$ cat src/rtl/irq_dest_pkg.sv
package irq_dest_pkg;

    localparam int DEST_W  = 8;
    localparam int HALF_W  = DEST_W / 2;
    localparam int MODEL_W = 4;

    localparam logic [MODEL_W-1:0] MODEL_FLAT    = 4'hF;
    localparam logic [MODEL_W-1:0] MODEL_CLUSTER = 4'h0;

    typedef enum logic [2:0] {
        DM_FIXED   = 3'd0,
        DM_LOWPRI  = 3'd1,
        DM_SMI     = 3'd2,
        DM_RSVD    = 3'd3,
        DM_NMI     = 3'd4,
        DM_INIT    = 3'd5,
        DM_STARTUP = 3'd6,
        DM_EXTINT  = 3'd7
    } dlv_mode_e;

    typedef enum logic [1:0] {
        SH_NONE   = 2'd0,
        SH_SELF   = 2'd1,
        SH_ALL    = 2'd2,
        SH_OTHERS = 2'd3
    } shorthand_e;

    typedef struct packed {
        logic [7:0]        vector;
        dlv_mode_e         mode;
        logic              logical;
        logic              level;
        logic              trigger;
        shorthand_e        shorthand;
        logic [DEST_W-1:0] dest;
    } irq_cmd_t;

    function automatic irq_cmd_t unpack_cmd(input logic [31:0] lo_word,
                                            input logic [DEST_W-1:0] dest);
        irq_cmd_t c;
        c.vector    = lo_word[7:0];
        c.mode      = dlv_mode_e'(lo_word[10:8]);
        c.logical   = lo_word[11];
        c.level     = lo_word[14];
        c.trigger   = lo_word[15];
        c.shorthand = shorthand_e'(lo_word[19:18]);
        c.dest      = dest;
        return c;
    endfunction

    function automatic logic is_reload_cmd(input irq_cmd_t c);
        return (c.mode == DM_INIT) && !c.level && c.trigger;
    endfunction

endpackage

$ cat src/rtl/irq_cmd_decoder.sv
module irq_cmd_decoder
    import irq_dest_pkg::*;
(
    input  logic        clk,
    input  logic        rst,
    input  logic        hi_we,
    input  logic        lo_we,
    input  logic [31:0] wdata,
    output irq_cmd_t    cmd,
    output logic        go
);
    logic [DEST_W-1:0] dest_q;
    logic              unused_bits;

    always_ff @(posedge clk) begin
        if (rst) begin
            dest_q <= '0;
        end else if (hi_we) begin
            dest_q <= wdata[31:32-DEST_W];
        end
    end

    assign unused_bits = ^{wdata[13:12], wdata[17:16], wdata[31:20]};
    assign cmd = unpack_cmd(wdata, dest_q);
    assign go  = lo_we;

endmodule

$ cat src/rtl/irq_target_matcher.sv
module irq_target_matcher
    import irq_dest_pkg::*;
#(
    parameter int NUM_TGT = 8
) (
    input  logic [DEST_W-1:0]          dest,
    input  logic                       logical,
    input  logic [NUM_TGT*DEST_W-1:0]  tgt_id,
    input  logic [NUM_TGT*DEST_W-1:0]  tgt_logid,
    input  logic [NUM_TGT*MODEL_W-1:0] tgt_model,
    output logic [NUM_TGT-1:0]         hit
);
    localparam logic [DEST_W-1:0] BCAST = '1;

    for (genvar i = 0; i < NUM_TGT; i++) begin : g_tgt
        logic [DEST_W-1:0]  id_i;
        logic [DEST_W-1:0]  log_i;
        logic [MODEL_W-1:0] model_i;
        logic               phys_hit;
        logic               flat_hit;
        logic               clus_hit;
        logic               log_hit;

        assign id_i    = tgt_id[i*DEST_W +: DEST_W];
        assign log_i   = tgt_logid[i*DEST_W +: DEST_W];
        assign model_i = tgt_model[i*MODEL_W +: MODEL_W];

        assign phys_hit = (dest == BCAST) || (id_i == dest);
        assign flat_hit = |(dest & log_i);
        assign clus_hit = (dest[DEST_W-1:HALF_W] == log_i[DEST_W-1:HALF_W]) &&
                          (|(dest[HALF_W-1:0] & log_i[HALF_W-1:0]));

        always_comb begin
            case (model_i)
                MODEL_FLAT:    log_hit = flat_hit;
                MODEL_CLUSTER: log_hit = clus_hit;
                default:       log_hit = 1'b0;
            endcase
        end

        assign hit[i] = logical ? log_hit : phys_hit;
    end

endmodule

$ cat src/rtl/irq_mask_finalizer.sv
module irq_mask_finalizer
    import irq_dest_pkg::*;
#(
    parameter int NUM_TGT = 8,
    localparam int IDX_W  = (NUM_TGT > 1) ? $clog2(NUM_TGT) : 1
) (
    input  logic               clk,
    input  logic               rst,
    input  logic               go,
    input  irq_cmd_t           cmd,
    input  logic [NUM_TGT-1:0] addr_mask,
    input  logic [IDX_W-1:0]   self_idx,
    output logic               valid,
    output logic               reload,
    output logic [NUM_TGT-1:0] mask,
    output dlv_mode_e          mode,
    output logic [7:0]         vector,
    output logic               trigger
);
    logic [NUM_TGT-1:0] self_bit;
    logic [NUM_TGT-1:0] sel_mask;
    logic [NUM_TGT-1:0] fin_mask;
    logic               is_reload;
    logic               unused_cmd;

    assign self_bit   = NUM_TGT'(1) << self_idx;
    assign is_reload  = is_reload_cmd(cmd);
    assign unused_cmd = ^{cmd.dest, cmd.logical};

    always_comb begin
        case (cmd.shorthand)
            SH_SELF:   sel_mask = self_bit;
            SH_ALL:    sel_mask = '1;
            SH_OTHERS: sel_mask = ~self_bit;
            default:   sel_mask = addr_mask;
        endcase
    end

    assign fin_mask = (cmd.mode == DM_LOWPRI) ? (sel_mask & (~sel_mask + NUM_TGT'(1)))
                                              : sel_mask;

    always_ff @(posedge clk) begin
        if (rst) begin
            valid   <= 1'b0;
            reload  <= 1'b0;
            mask    <= '0;
            mode    <= DM_FIXED;
            vector  <= '0;
            trigger <= 1'b0;
        end else begin
            valid  <= go && !is_reload;
            reload <= go && is_reload;
            if (go && !is_reload) begin
                mask    <= fin_mask;
                mode    <= cmd.mode;
                vector  <= cmd.vector;
                trigger <= cmd.trigger;
            end
        end
    end

    // a pulse appears only after a low-word write
    assert_pulse_cause_R1: assert property (@(posedge clk) disable iff (rst)
        valid |-> $past(go));

    // lowest-priority delivery never names more than one target
    assert_lowpri_single_R8: assert property (@(posedge clk) disable iff (rst)
        (valid && mode == DM_LOWPRI) |-> $onehot0(mask));

    // reload and delivery never coincide
    assert_reload_excl_R9: assert property (@(posedge clk) disable iff (rst)
        $onehot0({valid, reload}));

    // all-but-self shorthand never includes the sender
    assert_others_skip_R3: assert property (@(posedge clk) disable iff (rst)
        (valid && $past(cmd.shorthand == SH_OTHERS)) |-> !mask[$past(self_idx)]);

    // self shorthand names exactly one target
    assert_self_one_R3: assert property (@(posedge clk) disable iff (rst)
        (valid && $past(cmd.shorthand == SH_SELF)) |-> ($countones(mask) == 1));

endmodule

$ cat src/rtl/irq_dest_resolver.sv
module irq_dest_resolver
    import irq_dest_pkg::*;
#(
    parameter int NUM_TGT = 8,
    localparam int IDX_W  = (NUM_TGT > 1) ? $clog2(NUM_TGT) : 1
) (
    input  logic                       clk,
    input  logic                       rst,
    input  logic                       cmd_hi_we,
    input  logic                       cmd_lo_we,
    input  logic [31:0]                cmd_wdata,
    input  logic [IDX_W-1:0]           self_idx,
    input  logic [NUM_TGT*DEST_W-1:0]  tgt_id,
    input  logic [NUM_TGT*DEST_W-1:0]  tgt_logid,
    input  logic [NUM_TGT*MODEL_W-1:0] tgt_model,
    output logic                       dlv_valid,
    output logic [NUM_TGT-1:0]         dlv_mask,
    output logic [2:0]                 dlv_mode,
    output logic [7:0]                 dlv_vector,
    output logic                       dlv_trigger,
    output logic                       arb_reload
);
    irq_cmd_t           cmd;
    logic               go;
    logic [NUM_TGT-1:0] addr_mask;
    dlv_mode_e          mode_q;

    irq_cmd_decoder u_dec (
        .clk   (clk),
        .rst   (rst),
        .hi_we (cmd_hi_we),
        .lo_we (cmd_lo_we),
        .wdata (cmd_wdata),
        .cmd   (cmd),
        .go    (go)
    );

    irq_target_matcher #(.NUM_TGT(NUM_TGT)) u_match (
        .dest      (cmd.dest),
        .logical   (cmd.logical),
        .tgt_id    (tgt_id),
        .tgt_logid (tgt_logid),
        .tgt_model (tgt_model),
        .hit       (addr_mask)
    );

    irq_mask_finalizer #(.NUM_TGT(NUM_TGT)) u_fin (
        .clk       (clk),
        .rst       (rst),
        .go        (go),
        .cmd       (cmd),
        .addr_mask (addr_mask),
        .self_idx  (self_idx),
        .valid     (dlv_valid),
        .reload    (arb_reload),
        .mask      (dlv_mask),
        .mode      (mode_q),
        .vector    (dlv_vector),
        .trigger   (dlv_trigger)
    );

    assign dlv_mode = mode_q;

    // a high-word write on its own starts nothing
    assert_hi_silent_R2: assert property (@(posedge clk) disable iff (rst)
        (cmd_hi_we && !cmd_lo_we) |=> (!dlv_valid && !arb_reload));

endmodule

$ cat config.mk
export PLATFORM = sky130hd
export DESIGN_NAME = irq_dest_resolver
export DESIGN_NICKNAME = d
export VERILOG_FILES = /design/src/rtl/irq_dest_pkg.sv /design/src/rtl/irq_cmd_decoder.sv /design/src/rtl/irq_target_matcher.sv /design/src/rtl/irq_mask_finalizer.sv /design/src/rtl/irq_dest_resolver.sv
export SDC_FILE = /design/constraint.sdc
export NUM_CORES = 1
export LEC_CHECK = 0
export BUFFER_PORTS_ARGS = -buffer_cell sky130_fd_sc_hd__buf_2
export CAP_MARGIN = 15
export CORE_MARGIN = 4
export CORE_UTILIZATION = 38
export CTS_CLUSTER_DIAMETER = 30
export DETAILED_ROUTE_END_ITERATION = 12
export GPL_TIMING_DRIVEN = 0
export PLACE_DENSITY = 0.85
export SLEW_MARGIN = 10
export SYNTH_ARGS = -nofsm -noshare
export SYNTH_HDL_FRONTEND = slang
export SYNTH_SLANG_ARGS = --single-unit
$ cat constraint.sdc
create_clock -name clk -period 2.4 [get_ports clk]
set_input_delay 0 -clock clk [delete_from_list [all_inputs] [get_ports clk]]
set_output_delay 0 -clock clk [all_outputs]
set_load 0.005 [all_outputs]
## Yosys cells after proc, flatten, opt, wreduce, memory -nomap -nowiden

Cells that the tools add are included.

| word-level totals | value |
|---|---|
| flip-flop bits (word level) | 30 |
| bits in latches | 0 |
| RAM bits | 0 |
| ROM bits | 0 |
| input port bits | 199 |
| word-level logic and storage cells | 122 |
| memories kept | 0 |

| cells by class | value |
|---|---|
| $add $sub $neg | 1 |
| $mul | 0 |
| div/mod/pow operators | 0 |
| magnitude comparators | 0 |
| eq/ne operators | 30 |
| shifts and indexed selects | 1 |
| mux-type cells | 18 |
| bitwise gates (word level) | 19 |
| reduce and logical (&&, ||, !) cells | 46 |

Operators by type and width:

| kind | number |
|---|---|
| 8-bit bitwise AND | 9 |
| 8-bit == test | 8 |
| 8-bit OR reduction | 8 |
| 4-bit bitwise AND | 8 |
| 4-bit == test | 8 |
| 4-bit == test (second input constant) | 8 |
| 4-bit zero test | 8 |
| 4-bit OR reduction | 8 |
| 8-bit one-hot mux with 3 select lines | 1 |
| 8-bit inverter | 2 |
| 1-bit one-hot mux with 2 select lines | 8 |
| 1-bit logical AND | 12 |
| 8-bit by 1-bit adder with 8-bit output (second input constant) | 1 |
| 8-bit == test (second input constant) | 1 |
| 1-bit logical OR | 8 |
| 1-bit two-way mux | 8 |
| 8-bit two-way mux | 1 |
| 1-bit by 3-bit << shifter with 8-bit output (first input constant) | 1 |
| 2-bit == test (second input constant) | 2 |
| 3-bit by 1-bit == test with 1-bit output (second input constant) | 1 |
| 3-bit == test (second input constant) | 1 |
| 2-bit by 1-bit == test with 1-bit output (second input constant) | 1 |
| 1-bit zero test | 2 |

## Logic depth before layout (Yosys ltp)

| logic depth | value |
|---|---|
| depth in word-level cells | 10 |
| mapped depth | 9 |

## Cells and area by module

From an unflattened synthesis, not the netlist that was laid out.

| second synthesis, totals | value |
|---|---|
| cells, all modules | 394 |
| area total of the unflattened synthesis | 3320.7 um^2 |

Modules (own cells, without submodules):

| module | times used | cells an instance | area each (um^2) | sequential area each (um^2) |
|---|---|---|---|---|
| irq_target_matcher | 1 | 216 | 1752.9 | 0.0 |
| irq_mask_finalizer | 1 | 135 | 1154.9 | 440.4 |
| irq_cmd_decoder | 1 | 43 | 412.9 | 160.2 |

## Worst setup path before layout

No wires, ideal clock.

| timing path | value |
|---|---|
| path type | reg-to-reg |
| from | register u_dec.dest_q[5] |
| to | register u_fin.mask[6] |
| library setup time | 86 ps |
| data arrival time | 2264 ps |
| path slack | 50 ps |
| cell stages (with the launch flop) | 9 |
| path buffers | 0 |
| period minus slack after synthesis | 2350 ps |
| cell sequence | dfxtp_1 ha_1 or4_4 nor3_2 o211ai_2 a31oi_4 nand4_2 or3_4 a221oi_2 |

| between the ends | value |
|---|---|
| cells in the longest elaborated chain, start to end | 9 |
| elaborated cells on any way between the ends | 62 |
| those cells by class | add/sub: 1; eq/ne: 15; mux: 16; bitwise: 9; reduce/logical: 21 |

RTL lines:

| what | RTL line | RTL |
|---|---|---|
| from (decl) | irq_cmd_decoder.sv:12 | `logic [DEST_W-1:0] dest_q;` |
| from (signal assigned) | irq_cmd_decoder.sv:19 | `dest_q <= wdata[31:32-DEST_W];` |
| 8-bit bitwise AND / 4-bit == test (equally long branches) | irq_target_matcher.sv:29, irq_target_matcher.sv:30 |  |
| 8-bit OR reduction / 1-bit logical AND (equally long branches) | irq_target_matcher.sv:29, irq_target_matcher.sv:30 |  |
| 1-bit one-hot mux with 2 select lines | irq_target_matcher.sv:34 | `case (model_i)` |
| 1-bit two-way mux | irq_target_matcher.sv:41 | `assign hit[i] = logical ? log_hit : phys_hit;` |
| 8-bit one-hot mux with 3 select lines (*) | irq_mask_finalizer.sv:31 | `case (cmd.shorthand)` |
| 8-bit inverter | irq_mask_finalizer.sv:39 | `assign fin_mask = (cmd.mode == DM_LOWPRI) ? (sel_mask & (~sel_mask + NUM_TGT'(1)))` |
| 8-bit by 1-bit adder with 8-bit output | irq_mask_finalizer.sv:39 |  |
| 8-bit bitwise AND | irq_mask_finalizer.sv:39 |  |
| 8-bit two-way mux (*) | irq_mask_finalizer.sv:39 |  |
| to (signal assigned) | irq_mask_finalizer.sv:54 | `mask <= fin_mask;` |
| to (decl) | irq_mask_finalizer.sv:15 | `output logic [NUM_TGT-1:0] mask,` |

Mark *: on every way between the ends. The rest lies on a longest branch, timed or not.
A chain may end at the register's enable or synchronous reset.

## Worst setup path in the final report

| timing path | value |
|---|---|
| from | register u_dec.dest_q[4] |
| to | register u_fin.mask[6] |

Same word-level chain as after synthesis.

==> impl_metrics.csv <==
group,metric,value,unit
global_route,grt_pass1_wl,20300,um
critical_path,path_cells,"ha_4, or4_4, nor3_2, o211ai_1, a31oi_1, nand4_2, or3_4, a221oi_2",
clock_tree,cts_htree_levels,2,
timing,finalHoldViolations,0,
timing,slew_violations,0,
run_status,outcome,"finished with violations",
pwr,powerDensity,354,nW/um^2
critical_path,critPathCaptureType,"flip-flop",
floorplan,rows,32,
pwr,p_int,1.11,mW
critical_path,cp_slowest_cell,"or4_4",
timing,clock_skew,0.00544,ns
timing,worst_pin_slew,0.596,ns
clock_tree,clk_pin_slew,0.06,ns
placed_design,routabilityCongestion,1.05,
synthesis,syn_nets,604,
synthesis,synth_top_cell_by_area,"dfxtp_1",
drt,avgRoutedWirePerCell,18.6,um
clock_tree,cts_root_buffer,"clkbuf_8",
pwr,p_clk_frac,0.255,
layout,drive_above_1_share,0.439,
synthesis,yosys_register_bits,30,
drt,vias,3968,
synthesis,synthFlopType,"dfxtp_1",
floorplan,io_pins,221,
critical_path,startpoint_type,"flip-flop",
floorplan,die_h,98.7,um
critical_path,cp_data_arrival_time,2.63,ns
timing,rsz0062_at_grt,"true",
global_route,track_usage,0.260,
pwr,seqPwrFrac,0.329,
pwr,p_leak,2.21,nW
layout,insertedDiodeCount,0,
placed_design,place_hpwl,10200,um
clock_tree,clk_path_buf_depth,2,
synthesis,ys_seq_area_frac,0.192,
timing,maxSlewHeadroom,0.603,
drt,firstDrtPassIters,6,
layout,final_design_area_no_fill,4730,um^2
clock_tree,clock-sinks,30,
pwr,p_sw,0.565,mW
clock_tree,cts_buffers,5,
hold_path,worstHoldPathType,"in -> reg",
synthesis,yosysWarnings,0,
timing,finalCriticalPeriod,2.43,ns
synthesis,postSynth.asyncResetShare,0,
global_route,grt_start_max_net_pins,11,
timing,fin_crit_sh,1.01,
clock_tree,worst_skew_pair.late_latency,0.28,ns
critical_path,path_buf_inv,0,
drt,drt-initial-drc-count,158,
critical_path,required,2.60,ns
critical_path,cp_top_family,"simple AND/OR/NAND/NOR gates",
pwr,switching_share,0.337,
timing,setup_ws,-0.0323,ns
synthesis,synth_edf_count,0,
global_route,antenna_found_initial,0,
synthesis,synth_area_per_cell,8.37,um^2
synthesis,synth_cell_types,53,
floorplan,initial_core_util,0.398,
timing,max_freq,411,MHz
critical_path,crit_fanout,7,
synthesis,synthesis.instances,373,
drt,wl,13300,um
floorplan,core,7850,um^2
timing,setup_viol,2,
layout,synthToLayoutAreaGrowth,51.5,%
drt,drc,0,
global_route,grt-ovfl-total,0,
drt,via_per_inst,5.52,
synthesis,synth_area_leaders,"dfxtp_1 (19%), xnor2_1 (14%), ha_1 (13%), xor2_1 (5.3%), nor4_1 (4.6%)",
layout,fin_util,0.603,
layout,layout.nets,847,
placed_design,dpl-instance-area,4300,um^2
drt,antenna_left,0,
global_route,grt_pass1_vias,4144,
critical_path,cpPeakStageDelay,0.51,ns
run_status,violations,"setup timing",
pwr,ir_drop,0.000317,V
floorplan,die_x,98.7,um
critical_path,path_class,"reg -> reg",
synthesis,netlist.area_leader.share,0.192,
pwr,comb_power_share,0.416,
placed_design,io_buffers,209,
job,maxCapViolCount,0,
clock_tree,cts_tree,"done",
floorplan,dieArea,9730,um^2
synthesis,synth.cell_area,3120,um^2
-- cells in the final DEF, fill, tap and decap left out, types with 3 or more instances in the layout --
master / n
a21oi_1: 17
a221oi_1: 3
a22o_1: 9
a22oi_1: 5
a31oi_1: 3
buf_2: 214
buf_4: 15
clkbuf_1: 7
clkbuf_8: 6
dfxtp_1: 26
dfxtp_4: 4
dlygate4sd3_1: 17
ha_1: 27
ha_2: 3
inv_1: 4
mux2i_1: 8
nand2_1: 34
nand3_1: 5
nand4_1: 21
nor2_1: 17
nor3_1: 3
nor4_1: 21
o211ai_1: 6
o21ai_0: 13
o21ai_1: 5
or4_4: 4
xnor2_1: 50
xor2_1: 19
-- per-layer routing --
metal  part of all wire  wire [um]  global-route usage
met1               0.38       5100               0.292
met2               0.51       6840               0.486
met3              0.076       1020              0.0432
met4              0.030        397              0.0977
met5                  0          0                   0
-- power groups by stage --
stage | Clock, mW | Combinational [mW] | Sequential, mW
floorplan | 0 | 0.332 | 0.561
global placement | 0 | 0.599 | 0.567
global route | 0.456 | 0.766 | 0.556
finish | 0.427 | 0.698 | 0.552
detailed placement | 0 | 0.625 | 0.568
CTS | 0.431 | 0.673 | 0.552
-- worst paths after layout --
path                        start            end  slack [ns]  cells after the start
setup / recovery  u_dec.dest_q[4]  u_fin.mask[6]       -0.03                      8
hold / removal      cmd_wdata[10]   u_fin.reload       0.008                      3
setup reg to reg  u_dec.dest_q[4]  u_fin.mask[6]       -0.03                      8
hold reg to reg     u_fin.mask[1]  u_fin.mask[1]        0.45                      1
-- Yosys cell counts (3+ instances only) --
| cell | instances |
|---|---|
| nor3_2 | 3 |
| dfxtp_1 | 30 |
| ha_1 | 32 |
| o21ai_0 | 18 |
| nand2_1 | 34 |
| buf_2 | 5 |
| nand4_1 | 21 |
| a22oi_1 | 5 |
| nor2_1 | 17 |
| a22o_1 | 9 |
| or4_1 | 4 |
| a31oi_1 | 3 |
| nor4_1 | 23 |
| buf_4 | 7 |
| clkbuf_1 | 7 |
| nand3_1 | 5 |
| xnor2_1 | 50 |
| a21oi_1 | 17 |
| nor3_1 | 3 |
| a221oi_1 | 3 |
| o211ai_1 | 6 |
| mux2i_1 | 8 |
| xor2_1 | 19 |
| inv_1 | 4 |
-- state kept, by name (all words and copies together) (netlist names) --
register and count:
u_dec.dest_q 8, u_fin.mask 8, u_fin.mode 3, u_fin.reload 1
u_fin.trigger 1, u_fin.valid 1, u_fin.vector 8
-- worst register-to-register path, cell delays in order, from the launching register on --
cell	delay (ns)
dfxtp_4	0.39
ha_4	0.17
or4_4	0.51
nor3_2	0.16
o211ai_1	0.17
a31oi_1	0.25
nand4_2	0.15
or3_4	0.36
a221oi_2	0.20
-- cell type report --
type	instances	area [um^2]
Inverter	4	15.0
Timing Repair Buffer	236	1300
Multi-Input combinational cell	318	2470
Clock inverter	2	12.5
Clock buffer	6	82.6
Fill cell	695	3120
Tap cell	102	128
Sequential cell	30	616
Buffer	21	111
-- metrics by stage --
step / setup slack [ns] / std cells / power, mW / hold WS (ns) / setup TNS [ns]
4_1_cts: -0.0676 / 716 / 1.66 / 0.00171 / -0.106
3_5_place_dp: -0.341 / 684 / 1.19 / 0.244 / -1.51
5_1_grt: -0.145 / 719 / 1.78 / 0.0295 / -0.471
3_3_place_gp: -0.276 / 684 / 1.17 / 0.236 / -1.21
2_1_floorplan: 0.0500 / 373 / 0.893 / 0.136 / 0
6_report: -0.0323 / 719 / 1.68 / 0.00801 / -0.0379
-- repair_timing --
item	4_1_cts	5_1_grt
setup buffers	7	3
endpoints found under the setup margin	7	6
pin swaps	10	4
hold endpoints to repair	17	0
gates resized for setup	21	10
hold buffers	17	0
-- cells by family after synthesis --
logic type	after synthesis	synth area share
compound gates	84	0.200
xor+xnor	69	0.194
fa+ha+maj	32	0.128
buf+inv	25	0.0405
flops	30	0.192
mux	8	0.0256
simple gates	125	0.220
No activity file was read; power rests on OpenSTA's default activity.
